--- config.mk ---
export PLATFORM = sky130hd
export DESIGN_NAME = sdac_frontend
export DESIGN_NICKNAME = d
export VERILOG_FILES = /design/src/rtl/sdac_pkg.sv /design/src/rtl/sdac_sync.sv /design/src/rtl/sdac_shifter.sv /design/src/rtl/sdac_ctrl.sv /design/src/rtl/sdac_frontend.sv
export SDC_FILE = /design/constraint.sdc
export NUM_CORES = 1
export LEC_CHECK = 0
export BUFFER_PORTS_ARGS = -buffer_cell sky130_fd_sc_hd__buf_4
export CORE_MARGIN = 2
export CORE_UTILIZATION = 34
export DETAILED_ROUTE_END_ITERATION = 16
export PLACE_DENSITY_LB_ADDON = 0.08
export SYNTH_ARGS = -nofsm -noshare
export SYNTH_HDL_FRONTEND = slang
export SYNTH_HIERARCHICAL = 1
export SYNTH_SLANG_ARGS = --single-unit
--- constraint.sdc ---
create_clock -name clk -period 2.2 [get_ports clk]
set_input_delay 0.55 -clock clk [delete_from_list [all_inputs] [get_ports clk]]
set_output_delay 0.55 -clock clk [all_outputs]
set_load 0.05 [all_outputs]
--- src/rtl/sdac_pkg.sv ---
package sdac_pkg;
    typedef enum logic [1:0] {
        ST_IDLE  = 2'd0,
        ST_SHIFT = 2'd1,
        ST_ARMED = 2'd2
    } ctrl_state_e;
endpackage

--- src/rtl/sdac_sync.sv ---
module sdac_sync #(
    parameter int           W       = 1,
    parameter int           STAGES  = 2,
    parameter logic [W-1:0] RST_VAL = '0
) (
    input  logic         clk,
    input  logic         rst_n,
    input  logic [W-1:0] d,
    output logic [W-1:0] q
);
    logic [W-1:0] stg [STAGES];

    always_ff @(posedge clk or negedge rst_n) begin
        if (!rst_n) begin
            for (int i = 0; i < STAGES; i++) stg[i] <= RST_VAL;
        end else begin
            stg[0] <= d;
            for (int i = 1; i < STAGES; i++) stg[i] <= stg[i-1];
        end
    end

    assign q = stg[STAGES-1];
endmodule

--- src/rtl/sdac_shifter.sv ---
module sdac_shifter #(
    parameter int W     = 16,
    parameter int CNT_W = $clog2(W + 1)
) (
    input  logic         clk,
    input  logic         rst_n,
    input  logic         shift_en,
    input  logic         bit_in,
    input  logic         frame_start,
    output logic [W-1:0] word,
    output logic         frame_short
);
    localparam logic [CNT_W-1:0] CNT_MAX = CNT_W'(W);

    logic [W-1:0]     sreg;
    logic [CNT_W-1:0] cnt;

    // Input register is deliberately left out of reset.
    always_ff @(posedge clk) begin
        if (shift_en) sreg <= {sreg[W-2:0], bit_in};
    end

    // Saturating bit counter; only feeds the short-frame flag.
    always_ff @(posedge clk or negedge rst_n) begin
        if (!rst_n) begin
            cnt <= '0;
        end else if (frame_start) begin
            cnt <= shift_en ? CNT_W'(1) : '0;
        end else if (shift_en && cnt != CNT_MAX) begin
            cnt <= cnt + CNT_W'(1);
        end
    end

    assign word        = sreg;
    assign frame_short = (cnt < CNT_MAX);
endmodule

--- src/rtl/sdac_ctrl.sv ---
module sdac_ctrl
    import sdac_pkg::*;
#(
    parameter int W = 16
) (
    input  logic         clk,
    input  logic         rst_n,
    input  logic         cs_fall,
    input  logic         cs_rise,
    input  logic         cs_high,
    input  logic         ldac_fall,
    input  logic         ldac_low,
    input  logic [W-1:0] word_in,
    input  logic         frame_short,
    output logic [W-1:0] dac_word,
    output logic         upd_pulse,
    output logic         short_flag
);
    ctrl_state_e state_q, state_d;
    logic        load;

    always_comb begin
        state_d = state_q;
        load    = 1'b0;
        unique case (state_q)
            ST_IDLE: begin
                if (cs_fall) begin
                    state_d = ST_SHIFT;
                end else if (ldac_fall && cs_high) begin
                    load = 1'b1;
                end
            end
            ST_SHIFT: begin
                if (cs_rise) begin
                    if (ldac_low) begin
                        load    = 1'b1;
                        state_d = ST_IDLE;
                    end else begin
                        state_d = ST_ARMED;
                    end
                end
            end
            ST_ARMED: begin
                if (cs_fall) begin
                    state_d = ST_SHIFT;
                end else if (ldac_fall && cs_high) begin
                    load    = 1'b1;
                    state_d = ST_IDLE;
                end
            end
            default: state_d = ST_IDLE;
        endcase
    end

    always_ff @(posedge clk or negedge rst_n) begin
        if (!rst_n) state_q <= ST_IDLE;
        else        state_q <= state_d;
    end

    always_ff @(posedge clk or negedge rst_n) begin
        if (!rst_n) begin
            dac_word   <= '0;
            upd_pulse  <= 1'b0;
            short_flag <= 1'b0;
        end else begin
            upd_pulse <= load;
            if (load) dac_word <= word_in;
            if (state_q == ST_SHIFT && cs_rise) short_flag <= frame_short;
        end
    end
endmodule

--- src/rtl/sdac_frontend.sv ---
module sdac_frontend #(
    parameter int WORD_W      = 16,
    parameter int SYNC_STAGES = 2
) (
    input  logic              clk,
    input  logic              rst_n,
    input  logic              cs_n,
    input  logic              sclk,
    input  logic              sdi,
    input  logic              ldac_n,
    output logic [WORD_W-1:0] dac_word,
    output logic              upd_pulse,
    output logic              short_frame
);
    localparam int NSIG = 4;
    // bit order: {ldac_n, sdi, sclk, cs_n}; idle = deselected, strobe low
    localparam logic [NSIG-1:0] SYNC_RST = 4'b0001;

    logic [NSIG-1:0] raw_in, sync_out;
    logic cs_hi_s, sclk_s, sdi_s, ldac_s;
    logic cs_q, sclk_q, ldac_q;
    logic cs_rise, cs_fall, sclk_rise, ldac_fall;
    logic [WORD_W-1:0] in_word;
    logic in_short;

    assign raw_in = {ldac_n, sdi, sclk, cs_n};

    sdac_sync #(.W(NSIG), .STAGES(SYNC_STAGES), .RST_VAL(SYNC_RST)) u_sync (
        .clk   (clk),
        .rst_n (rst_n),
        .d     (raw_in),
        .q     (sync_out)
    );

    assign {ldac_s, sdi_s, sclk_s, cs_hi_s} = sync_out;

    always_ff @(posedge clk or negedge rst_n) begin
        if (!rst_n) begin
            cs_q   <= 1'b1;
            sclk_q <= 1'b0;
            ldac_q <= 1'b0;
        end else begin
            cs_q   <= cs_hi_s;
            sclk_q <= sclk_s;
            ldac_q <= ldac_s;
        end
    end

    assign cs_rise   =  cs_hi_s & ~cs_q;
    assign cs_fall   = ~cs_hi_s &  cs_q;
    assign sclk_rise =  sclk_s  & ~sclk_q & ~cs_hi_s;
    assign ldac_fall = ~ldac_s  &  ldac_q;

    sdac_shifter #(.W(WORD_W)) u_shift (
        .clk         (clk),
        .rst_n       (rst_n),
        .shift_en    (sclk_rise),
        .bit_in      (sdi_s),
        .frame_start (cs_fall),
        .word        (in_word),
        .frame_short (in_short)
    );

    sdac_ctrl #(.W(WORD_W)) u_ctrl (
        .clk         (clk),
        .rst_n       (rst_n),
        .cs_fall     (cs_fall),
        .cs_rise     (cs_rise),
        .cs_high     (cs_hi_s),
        .ldac_fall   (ldac_fall),
        .ldac_low    (~ldac_s),
        .word_in     (in_word),
        .frame_short (in_short),
        .dac_word    (dac_word),
        .upd_pulse   (upd_pulse),
        .short_flag  (short_frame)
    );
endmodule

; ---- Yosys cells after proc, flatten, opt, wreduce, memory -nomap -nowiden
; Index checks and enable logic that the tools add are counted.
; W data, S select, Z words.
[word_totals]
elab_cells = 49
regBits = 52
out_inout_bits = 18
in_bits = 6
[classes]
reduce_logical = 7
n_eq_ne = 6
order_cmp = 1
addsub = 1
muxes = 14
n_bitwise = 9
[ops]
columns = cell, n
row1 = $mux W2, 5
row2 = $mux W5, 2
row3 = $pmux W2 S3, 1
row4 = $add A5 B1 Y5 const B, 1
row5 = $and A1 B1 Y1, 5
row6 = $lt A5 B5 Y1 const B, 1
row7 = $mux W1, 5
row8 = $ne A5 B5 Y1 const B, 1
row9 = $not A1 Y1, 4
row10 = $logic_and A1 B1 Y1, 3
row11 = $ne A3 B2 Y1 const B, 1
row12 = $reduce_and A3 Y1, 1
row13 = $eq A2 B1 Y1 const B, 1
row14 = $eq A2 B2 Y1 const B, 1
row15 = $logic_not A2 Y1, 1
row16 = $ne A2 B1 Y1 const B, 1
row17 = $ne A2 B2 Y1 const B, 1
row18 = $pmux W1 S2, 1
row19 = $reduce_bool A2 Y1, 1
row20 = $reduce_or A2 Y1, 1

; ---- Depth between registers and ports, before layout
; Gate-level depths: netlist (run 1).
[logic_depth]
depth_word = 6
mapped_depth = 7
ltp_nobuf = 5

; ---- Modules after synthesis
; The synthesis (run 1) kept the hierarchy.
[modules_own_cells]
columns = mod, seq_area_each_um2, instances, area_per_inst_um2, cells_per_inst
row1 = sdac_ctrl, 500.5, 1, 814.5, 48
row2 = sdac_shifter, 605.6, 1, 778.2, 45
row3 = sdac_sync, 202.7, 1, 232.7, 12
row4 = sdac_frontend, 76.3, 1, 113.9, 8

; ---- Least setup slack after synthesis (run 1)
; No wires, ideal clock.
[synth_path]
path_kind = register to register
startpoint = register u_sync.stg (netlist bit u_sync/q[0])
endpoint = register u_shift.cnt[4]
setup_ns = 0.137
path_slack_ns = 0.250
stages_incl_launch_ff = 6
synth_period_minus_slack_ns = 1.950
path_buffers = 1
required_time_ns = 2.063
t_arrival_ns = 1.813
path_cell_list = dfstp_2 > buf_4 > nor3b_2 > nand4_1 > xnor2_1 > nor2_1
[synth_between]
elab_chain_len = 4
elab_cells_between_ends = 6
cone_classes = mux: 1 / bitwise: 3 / reduce/logical: 2
[synth_lines]
columns = item, line
row1 = start: declaration, sdac_sync.sv:11  ; logic [W-1:0] stg [STAGES];
row2 = $not A1 Y1, sdac_frontend.sv:51  ; assign sclk_rise = sclk_s & ~sclk_q & ~cs_hi_s;
row3 = $and A1 B1 Y1, sdac_frontend.sv:51
row4 = net sclk_rise, sdac_frontend.sv:22  ; logic cs_rise, cs_fall, sclk_rise, ldac_fall;
row5 = $logic_and A1 B1 Y1, sdac_shifter.sv:29  ; end else if (shift_en && cnt != CNT_MAX) begin
row6 = $reduce_bool A2 Y1 (no source line), -
row7 = end signal: assignment, sdac_shifter.sv:28  ; cnt <= shift_en ? CNT_W'(1) : '0;
row8 = end signal: assignment, sdac_shifter.sv:30  ; cnt <= cnt + CNT_W'(1);
row9 = end: declaration, sdac_shifter.sv:16  ; logic [CNT_W-1:0] cnt;
; The timed path passes the listed nets, and every way through them passes these cells.
; A chain may end at the register's enable or synchronous reset.

; ---- Final worst setup path (run 1)
[layout_path]
startpoint = register u_sync.stg (netlist bit u_sync/q[0])
endpoint = register u_ctrl.dac_word[4]
[layout_between]
elab_cells_between_ends = 8
cone_classes = mux: 4 / bitwise: 3 / reduce/logical: 1
[layout_lines]
columns = item, line
row1 = $and A1 B1 Y1, sdac_frontend.sv:49  ; assign cs_rise = cs_hi_s & ~cs_q;
row2 = net cs_rise, sdac_frontend.sv:22
row3 = $mux W1, sdac_ctrl.sv:34  ; if (cs_rise) begin
row4 = $pmux W1 S2, sdac_ctrl.sv:25  ; unique case (state_q)
row5 = end signal: assignment, sdac_ctrl.sv:67  ; if (load) dac_word <= word_in;
row6 = end: declaration, sdac_ctrl.sv:15  ; output logic [W-1:0] dac_word,
; The timed path passes the listed nets, and every way through them passes these cells.

==> results.toml, run 1 <==
[placed_design]
placed_cells_incl_taps = 205
post-dp-hpwl_um = 1780
place_area_um2 = 2180
place.gp.congestion = 0.717
port_buffers = 23

[drt]
remaining_drc_errors = 0
post_drt_wl_per_cell_um = 13.2
drtIter0Drc = 17
detail_route.wirelength_um = 2820
ant_nets = 0
detailedRoute.firstPassIterationCount = 4
route.detailed.vias_per_inst = 4.34
num_vias = 924

[clocking]
clk_latency_ns = 0.29
cts_inserted_buffers = 5
h-tree-depth = 2
ctsRootBufferMaster = "clkbuf_8"
buffer_count_from_post_cts_setup_fixing = 0
cts_num_sinks = 52
clk_path_buf_depth = 2
cts_hold_buffers = 0
clock_tree_from_tritoncts = "done"
cts_resized = 0
path_clk_slew_ns = 0.09

[yosys]
ys_warn_count = 6
postSynthCellCount = 113
yosys_register_bits = 52
yosysSeqAreaShare_pct = 71.4
ys_top_cells_by_count = "dfrtp_1, edfxtp_1, mux2_2, mux2_4"
yosysUniqueCellTypes = 29
syn_avg_cell_area_um2 = 17.2
synth_most_common_cell = "dfrtp_1"
synthesis.nets = 121
async_s_r_ff_share_synth_pct = 69.2
yosys_most_used_dff = "dfrtp_1"
synth_enable_flop_cells = 16
yosys.area.top_type_share_pct = 42.6
area_leader_netlist = "dfrtp_1"
post_synth_main_area_contributors = "dfrtp_1, edfxtp_1, mux2_4, mux2_2, dfstp_2"
syn-cell-area_um2 = 1940

[grt]
globalRouteOverflowTotal = 0
track_usage_pct = 10.3
grt_pass1_vias = 993
grt_max_degree = 37
initial_antenna_violation_count = 0
global_route_wire_length_before_repair_um = 4910

[finish]
stdcell_count = 213
finish.net_count = 148
final_area_um2 = 2270
final_layout_size_suffix_gt1_share_pct = 41.1
areaGrowthSynthToFinish_pct = 17.0
num_antenna_cells = 0

[floorplan]
initial_core_util_pct = 35.2
die_area_um2 = 6320
core_um2 = 5510
floorplan.die.height_um = 79.5
die_x_um = 79.5
placementRows = 27
ios = 24

[setup_path]
cp-end-kind = "flop"
ff2ff_path_depth = 5
setup.worst_path.class = "flop to flop"
data_required_time_at_the_worst_endpoint_ns = 2.38
timing.critical_path.fanout_max = 17
timing.critical_path.from_type = "flop"
critical_path_arrival_ns = 1.97

[sta]
clock_skew_ns = 0.00620
worst_pin_slew_ns = 0.451
rsz_0062_raised_after_global_routing = "false"
hold_viol = 0
final_max_slew_viol_count = 0
layout_worst_path_cycle_share_pct = 81.2
timing.final.setup_violations = 0
finalCriticalPeriod_ns = 1.79
achievable-frequency_mhz = 560
setup_tns_ns = 0
worst_slew_margin_rel_pct = 69.9

[hold_path]
min_path_type = "input pin to asynchronous set/reset pin"

[run]
max_cap_viol_count = 0

[power]
powerDensity_nw_per_um2 = 1110
power.leakage_uw = 0.000936
vdd_ir_drop_max_v = 0.000440

[run_status]
outcome = "finished clean"
[metrics by stage]
step	setup WS [ns]	hold WS [ns]	power [uW]	util [%]
after detailed placement	0.416	0.335	2010	39.5
after CTS	0.398	0.212	2570	41.2
after global placement	0.452	0.334	2000	39.5
after floorplan	0.250	0.254	1780	-
after global routing	0.330	0.221	2660	41.2
final	0.413	0.196	2530	41.2
[where the power goes]
part	leakage [uW]	total, uW	internal (uW)	switching [uW]
sequential	0.000574	1210	1130	79.5
clock	0.0000445	545	256	289
combinational	0.000318	772	279	493
total	0.000936	2530	1670	862
[cell families (layout without fill, tap and decap cells)]
kind of cell	count (synthesis)	in the layout	share of synthesized area (%)
AOI/OAI and AO/OA	5	5	2.19
adders and majority gates	2	2	1.29
xor gates and xnor gates	2	2	0.903
DFF	52	52	71.4
muxes	19	19	12.7
and+or+nand+nor	22	22	7.35
buffers and inverters	11	39	4.13
[worst paths after layout]
check	start	to	slack, ns
worst min-delay path	rst_n	u_sync/stg[7]	0.20
min in group clk	cs_n	u_sync/stg[4]	0.35
worst max register to register	u_sync/q[0]	u_ctrl/dac_word[4]	0.41
worst min register to register	u_sync/stg[7]	u_sync/q[3]	0.35
worst max-delay path	u_sync/q[0]	u_ctrl/dac_word[4]	0.41
max in group asynchronous	rst_n	cs_q	1.66
[sequential cells by signal, summed over array words and instances, names as in the netlist]
register,flops
u_sync/q,4
u_ctrl/dac_word,16
u_ctrl/state_q,2
u_ctrl/upd_pulse,1
ldac_q,1
u_ctrl/short_flag,1
sclk_q,1
u_shift/word,16
u_sync/stg,4
u_shift/cnt,5
cs_q,1
[cells in the final DEF (no fill, tap or decap), types with 2 or more instances in the layout]
master / Yosys / routed
nand2b_1: 3 / 3
dfstp_2: 3 / 3
dfrtp_1: 33 / 33
nor2_1: 5 / 5
edfxtp_1: 16 / 16
nor2b_1: 2 / 2
clkbuf_8: 0 / 6
inv_1: 5 / 5
ha_1: 2 / 2
nand4_1: 2 / 2
nand2_1: 4 / 4
buf_4: 4 / 25
mux2_2: 9 / 9
mux2_4: 9 / 9
[worst max-delay path, stage by stage, from the launching register on]
cell and delay, ns:
dfstp_2 0.59, and2b_2 0.17, and3b_1 0.19, a32o_1 0.19, buf_12 0.18, mux2_2 0.34
[layer usage]
metal  track usage, %  wire, um  vias to the layer above
met1             14.4      1340                      465
met2             15.0      1350                       16
met5                0         0                        -
met4             4.14        35                        0
li1                 -         -                      439
met3             2.71        81                        4
[cell type report]
| class | instances | area (um^2) |
|---|---|---|
| Fill cell | 519 | 3240 |
| Sequential cell | 52 | 1390 |
| Multi-Input combinational cell | 50 | 474 |
| Timing Repair Buffer | 26 | 208 |
| Tap cell | 72 | 90.1 |
| Clock buffer | 7 | 86.3 |
| Inverter | 5 | 18.8 |
| Clock inverter | 1 | 7.51 |
(Power assumes the default switching activity.)
==> inputs of run 2 (changes only) <==
Clock period 2.2 ns to 1.8 ns, I/O delays scaled along.
==> run 2 against run 1 <==
Effect of this change: sequential share of layout area is 2.7 points lower; die area stayed put; flip-flop and latch count stayed put; cell count is 2.8% higher; highest routed layer unchanged.
==> results.toml, run 2 (same netlist as run 1, synthesis figures left out) <==
[power]
vdd_ir_drop_max_v = 0.000565
power.leakage_uw = 0.00100
power_uw = 3310
powerDensity_nw_per_um2 = 1390
total_switching_power_uw = 1070
combinationalPowerShare_pct = 29.2
netSwitchingFraction_pct = 32.4
seq_power_share_pct = 44.6
power.internal_uw = 2240
power_frac_clock_pct = 26.2

[drt]
ant_nets = 0
num_vias = 983
detail_route.wirelength_um = 3000
drtIter0Drc = 26
route.detailed.vias_per_inst = 4.49
post_drt_wl_per_cell_um = 13.7
remaining_drc_errors = 0
detailedRoute.firstPassIterationCount = 4

[finish]
layout.area.seq_um2 = 1390
final_layout_size_suffix_gt1_share_pct = 44.9
areaGrowthSynthToFinish_pct = 22.5
fill_cell_count = 514
stdcell_count = 219
final_cell_mix = "dfrtp_1, buf_4, edfxtp_1, mux2_4, mux2_2"
num_antenna_cells = 0
finish.net_count = 154
final_util_pct = 43.1
multiInputGateArea_um2 = 484
layout_commonest_cell = "dfrtp_1"

[clocking]
ctsRootBufferMaster = "clkbuf_8"
cts_inserted_buffers = 5
cts_hold_buffers = 0
clock_tree_from_tritoncts = "done"
h-tree-depth = 2
cts_num_sinks = 52
clk_latency_ns = 0.30
path_clk_slew_ns = 0.09
clk_path_buf_depth = 2

[placed_design]
post-dp-hpwl_um = 1920
port_buffers = 23
placed_cells_incl_taps = 209
place.gp.congestion = 0.684

[run_status]
outcome = "finished clean"

[sta]
final_max_slew_viol_count = 0
clock_skew_ns = 0.00867
finalCriticalPeriod_ns = 1.79
layout_worst_path_cycle_share_pct = 99.3
hold_viol = 0
worst_pin_slew_ns = 0.463
worst_slew_margin_rel_pct = 69.1
rsz_0062_raised_after_global_routing = "true"
timing.final.setup_violations = 0
achievable-frequency_mhz = 559

[floorplan]
initial_core_util_pct = 35.2
die_area_um2 = 6320
placementRows = 27
floorplan.die.height_um = 79.5
ios = 24
core_um2 = 5510
die_x_um = 79.5

[grt]
global_route_wire_length_before_repair_um = 4950
track_usage_pct = 10.4
grt_max_degree = 37
grt_pass1_vias = 999
globalRouteOverflowTotal = 0
initial_antenna_violation_count = 0

[setup_path]
data_required_time_at_the_worst_endpoint_ns = 2.00
cp-end-kind = "flop"
critical_path_arrival_ns = 1.99
timing.critical_path.fanout_max = 8
timing.critical_path.from_type = "flop"
setup.worst_path.class = "flop to flop"

[hold_path]
min_path_type = "input pin to asynchronous set/reset pin"

[run]
max_cap_viol_count = 0
[run 2: worst paths after layout]
check	slack, ns	from	cells past startpoint	endpoint
min in group clk	0.25	sdi	1	u_sync/stg[6]
max in group asynchronous	1.36	rst_n	1	cs_q
worst max-delay path	0.01	cs_q	5	u_ctrl/dac_word[12]
worst min-delay path	0.09	rst_n	1	u_ctrl/dac_word[2]
worst max register to register	0.01	cs_q	5	u_ctrl/dac_word[12]
worst min register to register	0.35	u_sync/stg[7]	0	u_sync/q[3]
[run 2: layout make-up]
cell class / count / area share, %
sequential: 52 / 58.3
multi-input combinational: 50 / 20.4
timing repair buffer: 32 / 11.4
clock buffer: 7 / 4.11
tap: 72 / 3.79
clock inverter: 1 / 1.26
inverter: 5 / 0.790
[run 2: routing by layer]
layer  wire length [um]  up-vias  global-route usage [%]
met1               1390      494                    14.0
met5                  0        -                       0
met4                 48        0                    4.14
li1                   -      458                       -
met2               1430       26                    15.7
met3                131        5                    3.39
[run 2: power groups by stage]
stage               Combinational (uW)  Clock [uW]  Sequential [uW]
floorplan                          234           0             1940
global placement                   958           0             1500
detailed placement                 962           0             1510
CTS                                966         901             1480
global route                      1010         963             1500
finish                             966         865             1480
[run 2: repair_timing]
action,in CTS,in global routing
buffers inserted,0,1
resized for setup,0,1
setup endpoints to repair,0,16
[run 2: worst max-delay path, cell delays in order, from the launching register on]
cell       delay (ns)
dfstp_2          0.53
and2b_2          0.23
and3b_1          0.20
a32o_2           0.27
clkbuf_16        0.18
mux2_4           0.29
[run 2: per-stage QoR]
stage	hold WS [ns]	setup slack, ns	cell area, um^2	TNS (ns)
2_1_floorplan	0.154	0.0192	1950	0
6_report	0.0912	0.0119	2380	0
5_1_grt	0.112	-0.0497	2380	-0.650
4_1_cts	0.105	0.00915	2340	0
3_5_place_dp	0.337	0.0274	2210	0
3_3_place_gp	0.335	0.0639	2210	0
==> inputs of run 3 (changes only) <==
Settings changed: BUFFER_PORTS_ARGS -buffer_cell sky130_fd_sc_hd__buf_4 to -buffer_cell sky130_fd_sc_hd__buf_2.
==> run 3 against run 2 <==
Effect of this change: via count down 2.1%; non-clock buffer count down 1; global-route usage up 0.71 points; clock skew down 0.0051 ns; final area down 2.3%; count of clock-buffer cells in the layout unchanged; combinational power down 8.0%; sequential power about the same; sequential share of layout area up 1.4 points; clock power down 2%; critical endpoint is now u_ctrl/dac_word[8]; largest power group unchanged.
==> results.toml, run 3 (same netlist as run 1, synthesis figures left out) <==
[grt]
grt_pass1_vias = 1043
track_usage_pct = 11.2
global_route_wire_length_before_repair_um = 5310
initial_antenna_violation_count = 0
globalRouteOverflowTotal = 0
grt_max_degree = 23

[power]
powerDensity_nw_per_um2 = 1380
power_frac_clock_pct = 26.4
netSwitchingFraction_pct = 33.0
seq_power_share_pct = 45.9
vdd_ir_drop_max_v = 0.000610
power.leakage_uw = 0.000981
power.internal_uw = 2150
combinationalPowerShare_pct = 27.7
total_switching_power_uw = 1060

[finish]
final_cell_mix = "dfrtp_1, buf_2, edfxtp_1, mux2_4, mux2_2"
num_antenna_cells = 0
finish.net_count = 153
areaGrowthSynthToFinish_pct = 19.7
fill_cell_count = 512
multiInputGateArea_um2 = 484
final_area_um2 = 2320
final_layout_size_suffix_gt1_share_pct = 45.2
stdcell_count = 218
layout.area.seq_um2 = 1390
layout_commonest_cell = "dfrtp_1"

[sta]
layout_worst_path_cycle_share_pct = 99.2
final_max_slew_viol_count = 0
achievable-frequency_mhz = 560
clock_skew_ns = 0.00360
timing.final.setup_violations = 0
worst_pin_slew_ns = 0.440
hold_viol = 0
worst_slew_margin_rel_pct = 70.6
finalCriticalPeriod_ns = 1.78
rsz_0062_raised_after_global_routing = "true"

[clocking]
path_clk_slew_ns = 0.09
clk_latency_ns = 0.29
h-tree-depth = 2
ctsRootBufferMaster = "clkbuf_8"
cts_num_sinks = 52
clock_tree_from_tritoncts = "done"
clk_path_buf_depth = 2
cts_inserted_buffers = 5
buffer_count_from_post_cts_setup_fixing = 0

[setup_path]
timing.critical_path.fanout_max = 9
crit_buf_inv = 1
setup.worst_path.class = "flop to flop"
path_cells = "and2b_2 > and3b_1 > a32o_2 > buf_12 > mux2_4"
critical-path-slowest-cell = "dfstp_2"
timing.critical_path.from_type = "flop"
cp-end-kind = "flop"
critical-path-top-delay-family = "flip-flops"
critical_path_arrival_ns = 1.97
data_required_time_at_the_worst_endpoint_ns = 1.98
cp_slowest_stage_delay_ns = 0.53

[floorplan]
floorplan.die.height_um = 79.5
ios = 24
placementRows = 27
initial_core_util_pct = 35.2
die_x_um = 79.5
die_area_um2 = 6320
core_um2 = 5510

[placed_design]
place_area_um2 = 2170
port_buffers = 23
placed_cells_incl_taps = 209
place.gp.congestion = 0.680
post-dp-hpwl_um = 2150

[hold_path]
min_path_type = "input pin to asynchronous set/reset pin"

[run_status]
outcome = "finished clean"

[drt]
route.detailed.vias_per_inst = 4.41
drtIter0Drc = 34
detailedRoute.firstPassIterationCount = 4
post_drt_wl_per_cell_um = 14.1
remaining_drc_errors = 0
num_vias = 962
detail_route.wirelength_um = 3070
ant_nets = 0

[run]
max_cap_viol_count = 0
## run 3: cell types whose count changed in the layout (fill, tap and decap cells not counted)
| cell | previous run | this run |
|---|---|---|
| buf_12 | 1 | 2 |
| buf_2 | 0 | 23 |
| buf_4 | 30 | 5 |
| clkbuf_1 | 1 | 0 |
| clkbuf_16 | 2 | 1 |
| clkbuf_8 | 5 | 7 |
## run 3: final cells by class
| type | instances | share of cell area, % |
|---|---|---|
| multi-input combinational | 50 | 20.9 |
| tap | 72 | 3.88 |
| clock inverter | 1 | 1.29 |
| timing repair buffer | 31 | 9.37 |
| inverter | 5 | 0.808 |
| clock buffer | 7 | 4.15 |
| sequential | 52 | 59.6 |
## run 3: routing by layer
layer	part of all wire, %	GRT usage, %	wire, um
met1	47	15.0	1450
met2	49	17.6	1490
met3	3.6	3.39	111
met4	0.62	3.10	19
met5	0	0	0
## run 3: repair_timing
action / 4_1_cts / 5_1_grt
resized for setup: 0 / 1
hold buffers: 0 / 0
setup endpoints to repair: 0 / 15
## run 3: metrics by stage
stage	utilization (%)	setup WS [ns]	power (uW)	TNS, ns	hold WS (ns)
floorplan	-	0.0192	2170	0	0.154
global placement	39.4	0.0641	2380	0	0.334
detailed placement	39.4	0.0593	2390	0	0.335
CTS	41.7	0.0401	3250	0	0.0591
global route	42.2	-0.0409	3360	-0.474	0.0651
finish	42.2	0.0150	3210	0	0.0577
## run 3: power by group through the flow
stage	logic [uW]	registers [uW]	clock network (uW)
after floorplan	234	1940	0
after global placement	883	1490	0
after detailed placement	889	1500	0
after CTS	889	1480	882
after global routing	933	1500	929
final	889	1470	849
## run 3: final timing paths
| check | from | end | slack [ns] | depth (start not counted) |
|---|---|---|---|---|
| setup / recovery | cs_q | u_ctrl/dac_word[8] | 0.02 | 5 |
| hold / removal | rst_n | u_sync/stg[7] | 0.06 | 1 |
| setup reg to reg | cs_q | u_ctrl/dac_word[8] | 0.02 | 5 |
| hold reg to reg | u_sync/stg[5] | u_sync/q[1] | 0.35 | 0 |
| max in group asynchronous | rst_n | u_sync/stg[4] | 1.23 | 2 |
| min in group clk | sdi | u_sync/stg[6] | 0.26 | 1 |
